$ cat src/rtl/vrx_pkg.sv
package vrx_pkg;

   typedef enum logic [2:0] {
      ST_IDLE,
      ST_START,
      ST_DATA,
      ST_PARITY,
      ST_STOP
   } vrx_state_e;

   // 2-of-3 majority
   function automatic logic vote3(input logic [2:0] s);
      return (s[0] & s[1]) | (s[0] & s[2]) | (s[1] & s[2]);
   endfunction

endpackage

$ cat src/rtl/vrx_tick_gen.sv
module vrx_tick_gen #(
   parameter int unsigned DIV = 68
) (
   input  logic clk,
   input  logic rst_n,
   input  logic realign,
   output logic tick
);

   generate
      if (DIV <= 1) begin : g_pass
         assign tick = 1'b1;
      end else begin : g_count
         localparam int unsigned CW = $clog2(DIV);
         localparam logic [CW-1:0] LAST = CW'(DIV - 1);
         logic [CW-1:0] cnt_q;

         always_ff @(posedge clk or negedge rst_n) begin
            if (!rst_n)
               cnt_q <= '0;
            else if (realign || cnt_q == LAST)
               cnt_q <= '0;
            else
               cnt_q <= cnt_q + 1'b1;
         end

         assign tick = (cnt_q == LAST);
      end
   endgenerate

endmodule

$ cat src/rtl/vrx_line_sync.sv
module vrx_line_sync #(
   parameter int unsigned STAGES = 2
) (
   input  logic clk,
   input  logic rst_n,
   input  logic rx_async,
   output logic rx_line,
   output logic rx_fall
);

   logic [STAGES-1:0] chain_q;
   logic              prev_q;

   always_ff @(posedge clk or negedge rst_n) begin
      if (!rst_n) begin
         chain_q <= '1;
         prev_q  <= 1'b1;
      end else begin
         chain_q <= {chain_q[STAGES-2:0], rx_async};
         prev_q  <= chain_q[STAGES-1];
      end
   end

   assign rx_line = chain_q[STAGES-1];
   assign rx_fall = prev_q & ~rx_line;

endmodule

$ cat src/rtl/vrx_vote.sv
module vrx_vote #(
   parameter int unsigned OVS = 16,
   parameter int unsigned SW  = 4
) (
   input  logic          clk,
   input  logic          rst_n,
   input  logic          tick,
   input  logic [SW-1:0] slot,
   input  logic          line,
   output logic          vote
);

   logic [2:0] smp_q;

   // samples taken in slots OVS/2-1, OVS/2, OVS/2+1
   always_ff @(posedge clk or negedge rst_n) begin
      if (!rst_n) begin
         smp_q <= 3'b111;
      end else if (tick) begin
         for (int k = 0; k < 3; k++) begin
            if (slot == SW'(OVS / 2 - 1 + k))
               smp_q[k] <= line;
         end
      end
   end

   assign vote = vrx_pkg::vote3(smp_q);

endmodule

$ cat src/rtl/vrx_frame_fsm.sv
module vrx_frame_fsm
   import vrx_pkg::*;
#(
   parameter int unsigned OVS        = 16,
   parameter int unsigned DATA_BITS  = 8,
   parameter bit          ODD_PARITY = 1'b0,
   parameter int unsigned SW         = 4
) (
   input  logic                 clk,
   input  logic                 rst_n,
   input  logic                 tick,
   input  logic                 fall,
   input  logic                 vote,
   output logic [SW-1:0]        slot,
   output logic                 realign,
   output logic [DATA_BITS-1:0] data_o,
   output logic                 valid_o,
   output logic                 perr_o,
   output logic                 ferr_o
);

   localparam int unsigned     BW         = $clog2(DATA_BITS + 1);
   localparam logic [SW-1:0]   LAST_SLOT  = SW'(OVS - 1);
   localparam logic [SW-1:0]   CHECK_SLOT = SW'(OVS / 2 + 2);
   localparam logic [BW-1:0]   LAST_BIT   = BW'(DATA_BITS - 1);

   vrx_state_e           state_q;
   logic [SW-1:0]        slot_q;
   logic [BW-1:0]        bit_q;
   logic [DATA_BITS-1:0] shift_q;
   logic                 par_q;
   logic                 expect_par;
   logic                 stop_seen;

   generate
      if (ODD_PARITY) begin : g_odd
         assign expect_par = ~(^shift_q);
      end else begin : g_even
         assign expect_par = ^shift_q;
      end
   endgenerate

   assign stop_seen = (state_q == ST_STOP) && (slot_q >= CHECK_SLOT);
   assign realign   = fall && ((state_q == ST_IDLE) || stop_seen);
   assign slot      = slot_q;

   always_ff @(posedge clk or negedge rst_n) begin
      if (!rst_n) begin
         state_q <= ST_IDLE;
         slot_q  <= '0;
         bit_q   <= '0;
         shift_q <= '0;
         par_q   <= 1'b0;
         data_o  <= '0;
         valid_o <= 1'b0;
         perr_o  <= 1'b0;
         ferr_o  <= 1'b0;
      end else begin
         valid_o <= 1'b0;
         if (realign) begin
            if (state_q == ST_STOP) begin
               data_o  <= shift_q;
               perr_o  <= par_q ^ expect_par;
               ferr_o  <= ~vote;
               valid_o <= 1'b1;
            end
            state_q <= ST_START;
            slot_q  <= '0;
            bit_q   <= '0;
         end else if (tick && state_q != ST_IDLE) begin
            slot_q <= (slot_q == LAST_SLOT) ? '0 : slot_q + 1'b1;
            unique case (state_q)
               ST_START: begin
                  if (slot_q == CHECK_SLOT && vote)
                     state_q <= ST_IDLE;
                  else if (slot_q == LAST_SLOT)
                     state_q <= ST_DATA;
               end
               ST_DATA: begin
                  if (slot_q == LAST_SLOT) begin
                     shift_q <= {vote, shift_q[DATA_BITS-1:1]};
                     if (bit_q == LAST_BIT)
                        state_q <= ST_PARITY;
                     else
                        bit_q <= bit_q + 1'b1;
                  end
               end
               ST_PARITY: begin
                  if (slot_q == LAST_SLOT) begin
                     par_q   <= vote;
                     state_q <= ST_STOP;
                  end
               end
               ST_STOP: begin
                  if (slot_q == LAST_SLOT) begin
                     data_o  <= shift_q;
                     perr_o  <= par_q ^ expect_par;
                     ferr_o  <= ~vote;
                     valid_o <= 1'b1;
                     state_q <= ST_IDLE;
                  end
               end
               default: state_q <= ST_IDLE;
            endcase
         end
      end
   end

   AST_REALIGN_ON_EDGE: assert property (@(posedge clk) disable iff (!rst_n)
      (state_q == ST_IDLE && fall) |=> (state_q == ST_START && slot_q == '0));

   AST_GLITCH_TO_IDLE: assert property (@(posedge clk) disable iff (!rst_n)
      (state_q == ST_START && tick && slot_q == CHECK_SLOT && vote) |=> (state_q == ST_IDLE));

   AST_STOP_EMITS: assert property (@(posedge clk) disable iff (!rst_n)
      (state_q == ST_STOP && tick && slot_q == LAST_SLOT) |=> valid_o);

endmodule

$ cat src/rtl/vrx_serial_rx.sv
module vrx_serial_rx
   import vrx_pkg::*;
#(
   parameter longint unsigned CLK_HZ      = 125_000_000,
   parameter longint unsigned BAUD        = 115_200,
   parameter int unsigned     OVS         = 16,
   parameter int unsigned     DATA_BITS   = 8,
   parameter bit              ODD_PARITY  = 1'b0,
   parameter int unsigned     SYNC_STAGES = 2
) (
   input  logic                 clk,
   input  logic                 rst_n,
   input  logic                 rx_in,
   output logic [DATA_BITS-1:0] rx_data,
   output logic                 rx_valid,
   output logic                 rx_parity_err,
   output logic                 rx_frame_err
);

   localparam longint unsigned SLOT_RATE = longint'(OVS) * BAUD;
   localparam int unsigned     DIV       = int'((CLK_HZ + SLOT_RATE / 2) / SLOT_RATE);
   localparam int unsigned     SW        = $clog2(OVS);

   generate
      if (OVS < 4 || (OVS % 2) != 0) begin : g_bad_ovs
         $error("OVS must be even and at least 4");
      end
      if (DATA_BITS < 2) begin : g_bad_width
         $error("DATA_BITS must be at least 2");
      end
      if (SYNC_STAGES < 2) begin : g_bad_sync
         $error("SYNC_STAGES must be at least 2");
      end
      if (DIV < 1) begin : g_bad_div
         $error("clock too slow for requested baud rate");
      end
   endgenerate

   logic          tick;
   logic          realign;
   logic          line;
   logic          fall;
   logic          vote;
   logic [SW-1:0] slot;

   vrx_tick_gen #(.DIV(DIV)) u_tick (
      .clk     (clk),
      .rst_n   (rst_n),
      .realign (realign),
      .tick    (tick)
   );

   vrx_line_sync #(.STAGES(SYNC_STAGES)) u_sync (
      .clk      (clk),
      .rst_n    (rst_n),
      .rx_async (rx_in),
      .rx_line  (line),
      .rx_fall  (fall)
   );

   vrx_vote #(.OVS(OVS), .SW(SW)) u_vote (
      .clk   (clk),
      .rst_n (rst_n),
      .tick  (tick),
      .slot  (slot),
      .line  (line),
      .vote  (vote)
   );

   vrx_frame_fsm #(
      .OVS        (OVS),
      .DATA_BITS  (DATA_BITS),
      .ODD_PARITY (ODD_PARITY),
      .SW         (SW)
   ) u_fsm (
      .clk     (clk),
      .rst_n   (rst_n),
      .tick    (tick),
      .fall    (fall),
      .vote    (vote),
      .slot    (slot),
      .realign (realign),
      .data_o  (rx_data),
      .valid_o (rx_valid),
      .perr_o  (rx_parity_err),
      .ferr_o  (rx_frame_err)
   );

   AST_VALID_PULSE: assert property (@(posedge clk) disable iff (!rst_n)
      rx_valid |=> !rx_valid);

   AST_HOLD_OUTPUTS: assert property (@(posedge clk) disable iff (!rst_n)
      !rx_valid |-> $stable({rx_data, rx_parity_err, rx_frame_err}));

endmodule

$ cat config.mk
export PLATFORM = sky130hd
export DESIGN_NAME = vrx_serial_rx
export DESIGN_NICKNAME = d
export VERILOG_FILES = /design/src/rtl/vrx_pkg.sv /design/src/rtl/vrx_tick_gen.sv /design/src/rtl/vrx_line_sync.sv /design/src/rtl/vrx_vote.sv /design/src/rtl/vrx_frame_fsm.sv /design/src/rtl/vrx_serial_rx.sv
export SDC_FILE = /design/constraint.sdc
export NUM_CORES = 1
export LEC_CHECK = 0
export BUFFER_PORTS_ARGS = -buffer_cell sky130_fd_sc_hd__buf_2
export CORE_ASPECT_RATIO = 1.25
export CORE_MARGIN = 2
export CORE_UTILIZATION = 40
export CTS_BUF_LIST = sky130_fd_sc_hd__clkbuf_4 sky130_fd_sc_hd__clkbuf_8
export DETAILED_ROUTE_END_ITERATION = 12
export PLACE_DENSITY_LB_ADDON = 0.1
export SLEW_MARGIN = 25
export SYNTH_ARGS = -nofsm -noshare
export SYNTH_HDL_FRONTEND = slang
export SYNTH_SLANG_ARGS = --single-unit
export TNS_END_PERCENT = 50
$ cat constraint.sdc
create_clock -name clk -period 3.3 [get_ports clk]
set_input_delay 0.33 -clock clk [delete_from_list [all_inputs] [get_ports clk]]
set_output_delay 0.33 -clock clk [all_outputs]
set_load 0.005 [all_outputs]
Yosys cells after proc, flatten, opt, wreduce, memory -nomap -nowiden
Index checks and enable logic that the tools add are counted.

Eq/ne operators: 17. Add/subtract/negate cells: 3. Bitwise logic cells: 10. Magnitude comparators: 1. Reduce and logical (&&, ||, !) cells: 20. Mux-type cells: 38.

Operator list (number): 8-bit 2-to-1 mux (5); 4-bit 2-to-1 mux (8); 3-bit 2-to-1 mux (8); 4-bit equality test (second input constant) (4); 1-bit 2-to-1 mux (15); 3-bit one-hot mux with 4 select lines (1); 4-bit AND reduction (3); 3-bit by 2-bit inequality test with 1-bit output (second input constant) (3); 4-bit by 1-bit adder with 4-bit output (second input constant) (2); 4-bit by 3-bit equality test with 1-bit output (second input constant) (2); 8-bit parity (1); 7-bit by 1-bit adder with 7-bit output (second input constant) (1); 7-bit equality test (second input constant) (1); 7-bit 2-to-1 mux (1); 3-bit by 2-bit equality test with 1-bit output (second input constant) (2); 2-bit AND reduction (3); 6-bit AND reduction (1); 2-bit nonzero test (3); 1-bit bitwise AND (4); 4-bit >= comparator (second input constant) (1); 1-bit logical AND (4); 4-bit by 2-bit inequality test with 1-bit output (second input constant) (1); 3-bit by 1-bit equality test with 1-bit output (second input constant) (1); 3-bit equality test (second input constant) (1); 9 further kinds (13).

Output and inout bits: 11. Bits in registers: 44. Input bits: 3.

Longest topological paths before layout
Gate-level depths: netlist of the first run.

Depth in word-level cells: 8. Mapped depth: 7. Depth with buffers taken out: 6.

By module
Synthesis of the first run repeated with hierarchy kept, for this count alone.

Cell total of the unflattened synthesis: 171. Area total of the unflattened synthesis: 2070.7 sq um.

Modules (own cells, without submodules): vrx_frame_fsm (sequential area each 775.7 sq um, instances 1, area an instance 1490.2 sq um, cells each 123); vrx_tick_gen (sequential area each 175.2 sq um, instances 1, area an instance 334.1 sq um, cells each 32); vrx_vote (sequential area each 78.8 sq um, instances 1, area an instance 153.9 sq um, cells each 12); vrx_line_sync (sequential area each 78.8 sq um, instances 1, area an instance 92.6 sq um, cells each 4).

Worst setup path before layout of the first run
OpenSTA, ideal clock, no wires.

Path type: register to register. From: reg u_fsm.slot_q[0], in the netlist u_fsm.slot[0]. To: reg u_fsm.data_o[0]. Cell stages (with the launch flop): 8. Required time: 3175 ps. Setup slack: 964 ps. Clock period less this slack: 2336 ps. Arrival: 2211 ps. Buffers on the path: 1. Library setup time: 125 ps. Path through: dfrtp_1 -> inv_1 -> ha_1 -> or4b_2 -> o2111a_1 -> o211ai_1 -> buf_2 -> mux2_2.

Longest elaborated chain between the ends: 6. Elaborated cells between the ends (all ways): 9.

RTL lines: from (decl) (line vrx_frame_fsm.sv:28) `logic [SW-1:0] slot_q;`; from (signal assigned) (line vrx_frame_fsm.sv:71) `slot_q <= (slot_q == LAST_SLOT) ? '0 : slot_q + 1'b1;`; 4-bit >= comparator (line vrx_frame_fsm.sv:43) `assign stop_seen = (state_q == ST_STOP) && (slot_q >= CHECK_SLOT);`; 1-bit logical AND (line vrx_frame_fsm.sv:43); 1-bit logical OR (line vrx_frame_fsm.sv:44) `assign realign = fall && ((state_q == ST_IDLE) || stop_seen);`; 1-bit logical AND (line vrx_frame_fsm.sv:44); 2-bit nonzero test (no source line); 3-bit AND reduction (no source line); to (signal assigned) (line vrx_frame_fsm.sv:62) `data_o <= shift_q;`; to (signal assigned) (line vrx_frame_fsm.sv:96) `data_o <= shift_q;`; to (decl) (line vrx_frame_fsm.sv:16) `output logic [DATA_BITS-1:0] data_o,`.

Parallel ways exist; a longest one is shown, timed or not. A chain may end at the register's enable or synchronous reset.

Worst setup path in the final report of the first run
From: reg u_fsm.slot_q[0], in the netlist u_fsm.slot[0]. To: reg u_fsm.data_o[4].

Same word-level chain as after synthesis.

==> results.md, run 1 <==
* CP cell instances: inv_1 -> ha_1 -> or4b_2 -> o2111a_1 -> o211ai_1 -> buf_4 -> mux2_2
* Synth async-reset ratio at 100.0%
* Post-CTS Setup Repair Bufs at 0
* Max cap viols at 0
* Yosys top cell by area: dfrtp_1
* Overflow left after global routing at 0
* Initial antenna violation count at 0
* # DRC at 0
* TNS Setup at 0 ns
* CP required at 3.48 ns
* FILL cells at 484
* Most frequent cells in the layout: dfrtp_1 (38), mux2_2 (21), buf_2 (12)
* Vias in the first global route at 1408
* Setup violators final at 0
* R2R Setup Slk at 0.73 ns
* Total core area at 5044 µm²
* Post-synthesis instance total at 177
* Clock Tree Buf Depth at 2
* Mapped Avg Cell Area at 11.73 µm²
* Hold Buf Count CTS at 0
* Achievable clock frequency at 388.6 MHz
* Number of clock sinks at 44
* Post-cts resize count at 0
* Largest net degree at the start of global routing at 45
* Yosys reg bits at 44
* Peak supply drop at 0.0003707 V
* Seq/Total Area, Yosys at 53.41%
* Die area at 5785 µm²
* Pwr dens at 519.7 nW/µm²
* Post-DP HPWL at 2.772 mm
* Slew Limit Fails at 0
* Post-synth top flop: dfrtp_1
* Worst-path clk slew at 0.08 ns
* Layout cells sized above 1 at 27.55%
* Yosys top cell area share at 45.81%
* CTS tree: done
* Final ANT Viol Nets at 0
* TritonCTS buffer count at 5
* Worst-Margin Slew at 0.5614 ns
* YS warnings at 0
* Final Cycle Share at 77.97%
* Worst skew pair latency at 0.29 ns
* Die H at 84.54 µm
* Number of synthesized flops with an enable pin at 0
* Initial Util at 41.16%
* CP max stage delay at 0.61 ns
* Die width at 68.43 µm
* Setup CP Type: flip-flop to flip-flop
* Min-Delay Path Class: input pin to async pin
* Synth top area cells: dfrtp_1 (46%), mux2_2 (11%), dfstp_2 (7.6%)
* Mean routed wirelength per cell at 14.76 µm
* Area of the mapped netlist at 2076 µm²
* Global-route wire length before repair at 6.444 mm
* Critical path capture point type: flip-flop
* H-tree levels at 2
* Final hold vios at 0
* Layout area overhead at 12.96%
* Arrival time worst endpoint at 2.76 ns
* Largest delay share family, worst path: simple AND/OR/NAND/NOR gates
* DRT iter0 DRCs at 63
* RSZ-0062 raised after global routing: false
* Worst Path Buf+Inv at 2
* N_diodes at 0
* I/O Buffers at 13
* Slowest stage cell, crit path: or4b_2
* DR vias/cell at 5.391
* CP Max Fanout at 15
* Boundary Pins at 14
* Total track usage at 14.83%
* Worst hold-check slack at 0.02069 ns
* Std-Cell Rows at 29
* Final Skew at 0.004437 ns
* Final period demand of the worst path at 2.573 ns
* # nets final at 204
* GP Congestion at 0.7560
* Most common cell after layout, fill and taps aside: dfrtp_1
* Clock root buffer: clkbuf_8
* Post-synth cell types at 42
* Leak at 1.115 nW
* Total number of vias at 1391
* Headroom to the max-slew limit at 62.57%
* Status: finished clean
* Syn Nets at 186
* Final wirelength at 3.807 mm
* Setup crit start kind: flip-flop
* DRT Pass-1 Iters at 4
sequential cells by signal, summed over array words and instances, names as in the netlist, 2 cells and up:
name / flops
u_tick.g_count.cnt_q: 7
u_vote.smp_q: 3
u_fsm.bit_q: 4
u_fsm.slot: 4
u_sync.chain_q: 2
u_fsm.data_o: 8
u_fsm.state_q: 3
u_fsm.shift_q: 8
cell usage after synthesis, types with 2 or more instances:
cell type and count:
a21oi_1 8, and3_1 3, buf_2 2, clkbuf_1 2, dfrtp_1 38, dfstp_2 6
ha_1 6, inv_1 7, mux2_2 21, nand2_1 8, nand3_1 9, nand4_1 2
nor2_1 11, nor2b_1 5, nor3_1 3, nor3b_1 2, o211ai_1 2, o21ai_0 5
o31ai_1 2, or3_1 2, or4_1 2, xnor2_1 8, xor2_1 4
final timing paths:
path                                        start           endpoint  cells past startpoint
worst max-delay path                u_fsm.slot[0]    u_fsm.data_o[4]                      7
worst min-delay path                        rst_n    u_fsm.data_o[5]                      1
worst max register to register      u_fsm.slot[0]    u_fsm.data_o[4]                      7
worst min register to register  u_sync.chain_q[0]  u_sync.chain_q[1]                      0
max in group asynchronous                   rst_n     u_fsm.bit_q[1]                      1
min in group clk                            rx_in  u_sync.chain_q[0]                      1
routing by layer:
| metal | track usage, % | vias to the layer above | share of wire [%] |
|---|---|---|---|
| met3 | 4.290 | 7 | 2.8 |
| met2 | 25.00 | 23 | 53 |
| met1 | 16.85 | 689 | 42 |
| li1 | - | 672 | - |
| met5 | 0 | - | 0 |
| met4 | 6.545 | 0 | 2.2 |
through the flow:
step	power [W]	utilization (%)	setup slack [ns]	cell area, µm²	cells
6_report	0.001219	46.49	0.7268	2345	258
5_1_grt	0.001292	46.49	0.5842	2345	258
4_1_cts	0.001235	46.44	0.7086	2342	258
3_5_place_dp	0.0007880	43.93	0.7065	2216	250
3_3_place_gp	0.0007752	43.93	0.8051	2216	250
2_1_floorplan	0.0007385	-	0.9639	2076	177
cells by family (layout without fill, tap and decap cells):
family          Yosys count  count (layout)  share of synthesized area, %
fa+ha+maj                 7               7                         4.099
mux                      22              22                         11.87
simple gates             54              54                         14.10
compound gates           26              26                         8.258
flops                    44              44                         53.41
xor+xnor                 13              13                         6.148
buf+inv                  11              30                         2.110
cell type report:
type,instances,area (µm²),area share (%)
Timing Repair Buffer,15,82.58,3.522
Multi-Input combinational cell,122,923.4,39.38
Sequential cell,44,1109,47.28
Inverter,7,26.28,1.121
Clock inverter,1,30.03,1.281
Clock buffer,7,96.34,4.109
Tap cell,62,77.57,3.308
power breakdown:
group,total [W],internal [W],switching (W),leakage (nW)
logic,0.000155,0.0000665,0.0000886,0.468
registers,0.000621,0.000579,0.0000426,0.583
clock network,0.000442,0.000267,0.000175,0.0645
No activity file was read; power rests on OpenSTA's default activity.
==> run 2, diff against run 1 <==
- clock period: 3.3 -> 2.5 ns (I/O delays scaled with it)
==> run 2 against run 1 <==
Net effect:
- cell area is 1.8% higher
- die area stayed put
- worst hold slack better by 0.033 ns
- clock power is 24% higher
- critical path depth stayed put
- clock skew is 0.0030 ns higher
- sequential power is 32% higher
- utilization is 0.84 points higher
==> results.md, run 2 (same netlist as run 1, synthesis figures left out) <==
* Hold Buf Count CTS at 0
* Arrival time worst endpoint at 2.54 ns
* Setup CP Type: flip-flop to flip-flop
* Setup violators final at 0
* Die width at 68.43 µm
* Global-route wire length before repair at 6.727 mm
* # nets final at 211
* Worst skew pair latency at 0.29 ns
* Leak at 1.145 nW
* CP cell instances: inv_1 -> ha_1 -> or4b_2 -> o2111a_1 -> o211ai_1 -> buf_4 -> mux2_2
* Most frequent cells in the layout: dfrtp_1 (38), mux2_2 (21), buf_2 (12)
* Post-CTS Setup Repair Bufs at 0
* H-tree levels at 2
* # DRC at 0
* Most common cell after layout, fill and taps aside: dfrtp_1
* Setup crit start kind: flip-flop
* Largest delay share family, worst path: simple AND/OR/NAND/NOR gates
* Layout area overhead at 15.01%
* Number of clock sinks at 44
* Largest net degree at the start of global routing at 45
* DRT iter0 DRCs at 60
* Final Cycle Share at 94.57%
* Initial antenna violation count at 0
* Total number of vias at 1440
* I/O Buffers at 13
* Top flop regs: u_fsm.data_o (8), u_fsm.shift_q (8), u_tick.g_count.cnt_q (7)
* Final Skew at 0.007389 ns
* CP max stage delay at 0.61 ns
* Status: finished clean
* Seq pwr share at 52.2%
* TritonCTS buffer count at 5
* Final period demand of the worst path at 2.364 ns
* Critical path capture point type: flip-flop
* Final hold vios at 0
* Overall power at 0.001570 W
* Final non-filler cell total at 265
* CTS tree: done
* Total track usage at 15.26%
* Std-Cell Rows at 29
* Comb pwr share at 12.8%
* Placed Cells at 256
* Die area at 5785 µm²
* NetSw at 0.0003947 W
* Clock power frac at 35.0%
* Worst-Margin Slew at 0.5413 ns
* Switch share at 25.14%
* Final ANT Viol Nets at 0
* N_diodes at 0
* RSZ-0062 raised after global routing: false
* Peak supply drop at 0.0004063 V
* CP required at 2.68 ns
* Clock root buffer: clkbuf_8
* Final wirelength at 3.889 mm
* TNS Setup at 0 ns
* Worst Path Buf+Inv at 2
* Mean routed wirelength per cell at 14.68 µm
* Initial Util at 41.16%
* Vias in the first global route at 1491
* FILL cells at 471
* Boundary Pins at 14
* Overflow left after global routing at 0
* Pwr dens at 657.7 nW/µm²
* Max cap viols at 0
* Achievable clock frequency at 423.0 MHz
* Worst-path clk slew at 0.08 ns
* Min-Delay Path Class: input pin to flip-flop
* Total core area at 5044 µm²
* CP Max Fanout at 11
* Post-DP HPWL at 2.889 mm
* Internal power at 0.001175 W
* Headroom to the max-slew limit at 63.91%
* Final core occ at 47.33%
* Layout cells sized above 1 at 29.56%
* DR vias/cell at 5.434
* Slowest stage cell, crit path: or4b_2
* Die H at 84.54 µm
* Clock Tree Buf Depth at 2
* GP Congestion at 0.7848
* Slew Limit Fails at 0
* DRT Pass-1 Iters at 4
* Post-cts resize count at 0
## run 2: cell type report
cell class,count,area (µm²),share of cell area (%)
Clock inverter,1,30.03,1.258
Inverter,7,26.28,1.101
Sequential cell,44,1109,46.44
Multi-Input combinational cell,122,923.4,38.68
Timing Repair Buffer,22,137.6,5.765
Tap cell,62,77.57,3.249
Clock buffer,7,83.83,3.512
## run 2: final timing paths
kind | from | end | cells past startpoint | slack, ns
max | u_fsm.slot[0] | u_fsm.data_o[6] | 7 | 0.14
min | rx_in | u_sync.chain_q[0] | 1 | 0.05
max reg2reg | u_fsm.slot[0] | u_fsm.data_o[6] | 7 | 0.14
min reg2reg | u_sync.chain_q[0] | u_sync.chain_q[1] | 0 | 0.36
max in group asynchronous | rst_n | u_vote.smp_q[2] | 2 | 1.63
min in group asynchronous | rst_n | u_fsm.shift_q[7] | 2 | 0.49
## run 2: power groups by stage
stage          Combinational [W]  Clock (W)  Sequential, W
2_1_floorplan           0.000156          0       0.000819
3_3_place_gp            0.000196          0       0.000829
3_5_place_dp            0.000203          0       0.000832
4_1_cts                 0.000203   0.000566       0.000819
5_1_grt                 0.000236   0.000606       0.000826
6_report                0.000201   0.000550       0.000819
## run 2: per-layer routing
layer / track usage [%] / share of wire, % / routed length, µm / up-vias
li1: - / - / - / 677
met5: 0 / 0 / 0 / -
met1: 17.27 / 40 / 1573 / 721
met3: 4.155 / 3.7 / 143 / 9
met4: 7.636 / 2.8 / 108 / 0
met2: 25.52 / 53 / 2064 / 33
## run 2: per-stage QoR
step	hold WS, ns	cell area [µm²]	worst slack (ns)
4_1_cts	0.04359	2375	0.1215
5_1_grt	0.03692	2387	0.03446
2_1_floorplan	-0.04559	2076	0.1639
3_5_place_dp	0.3501	2261	0.1357
3_3_place_gp	0.3465	2261	0.2253
6_report	0.05370	2387	0.1358
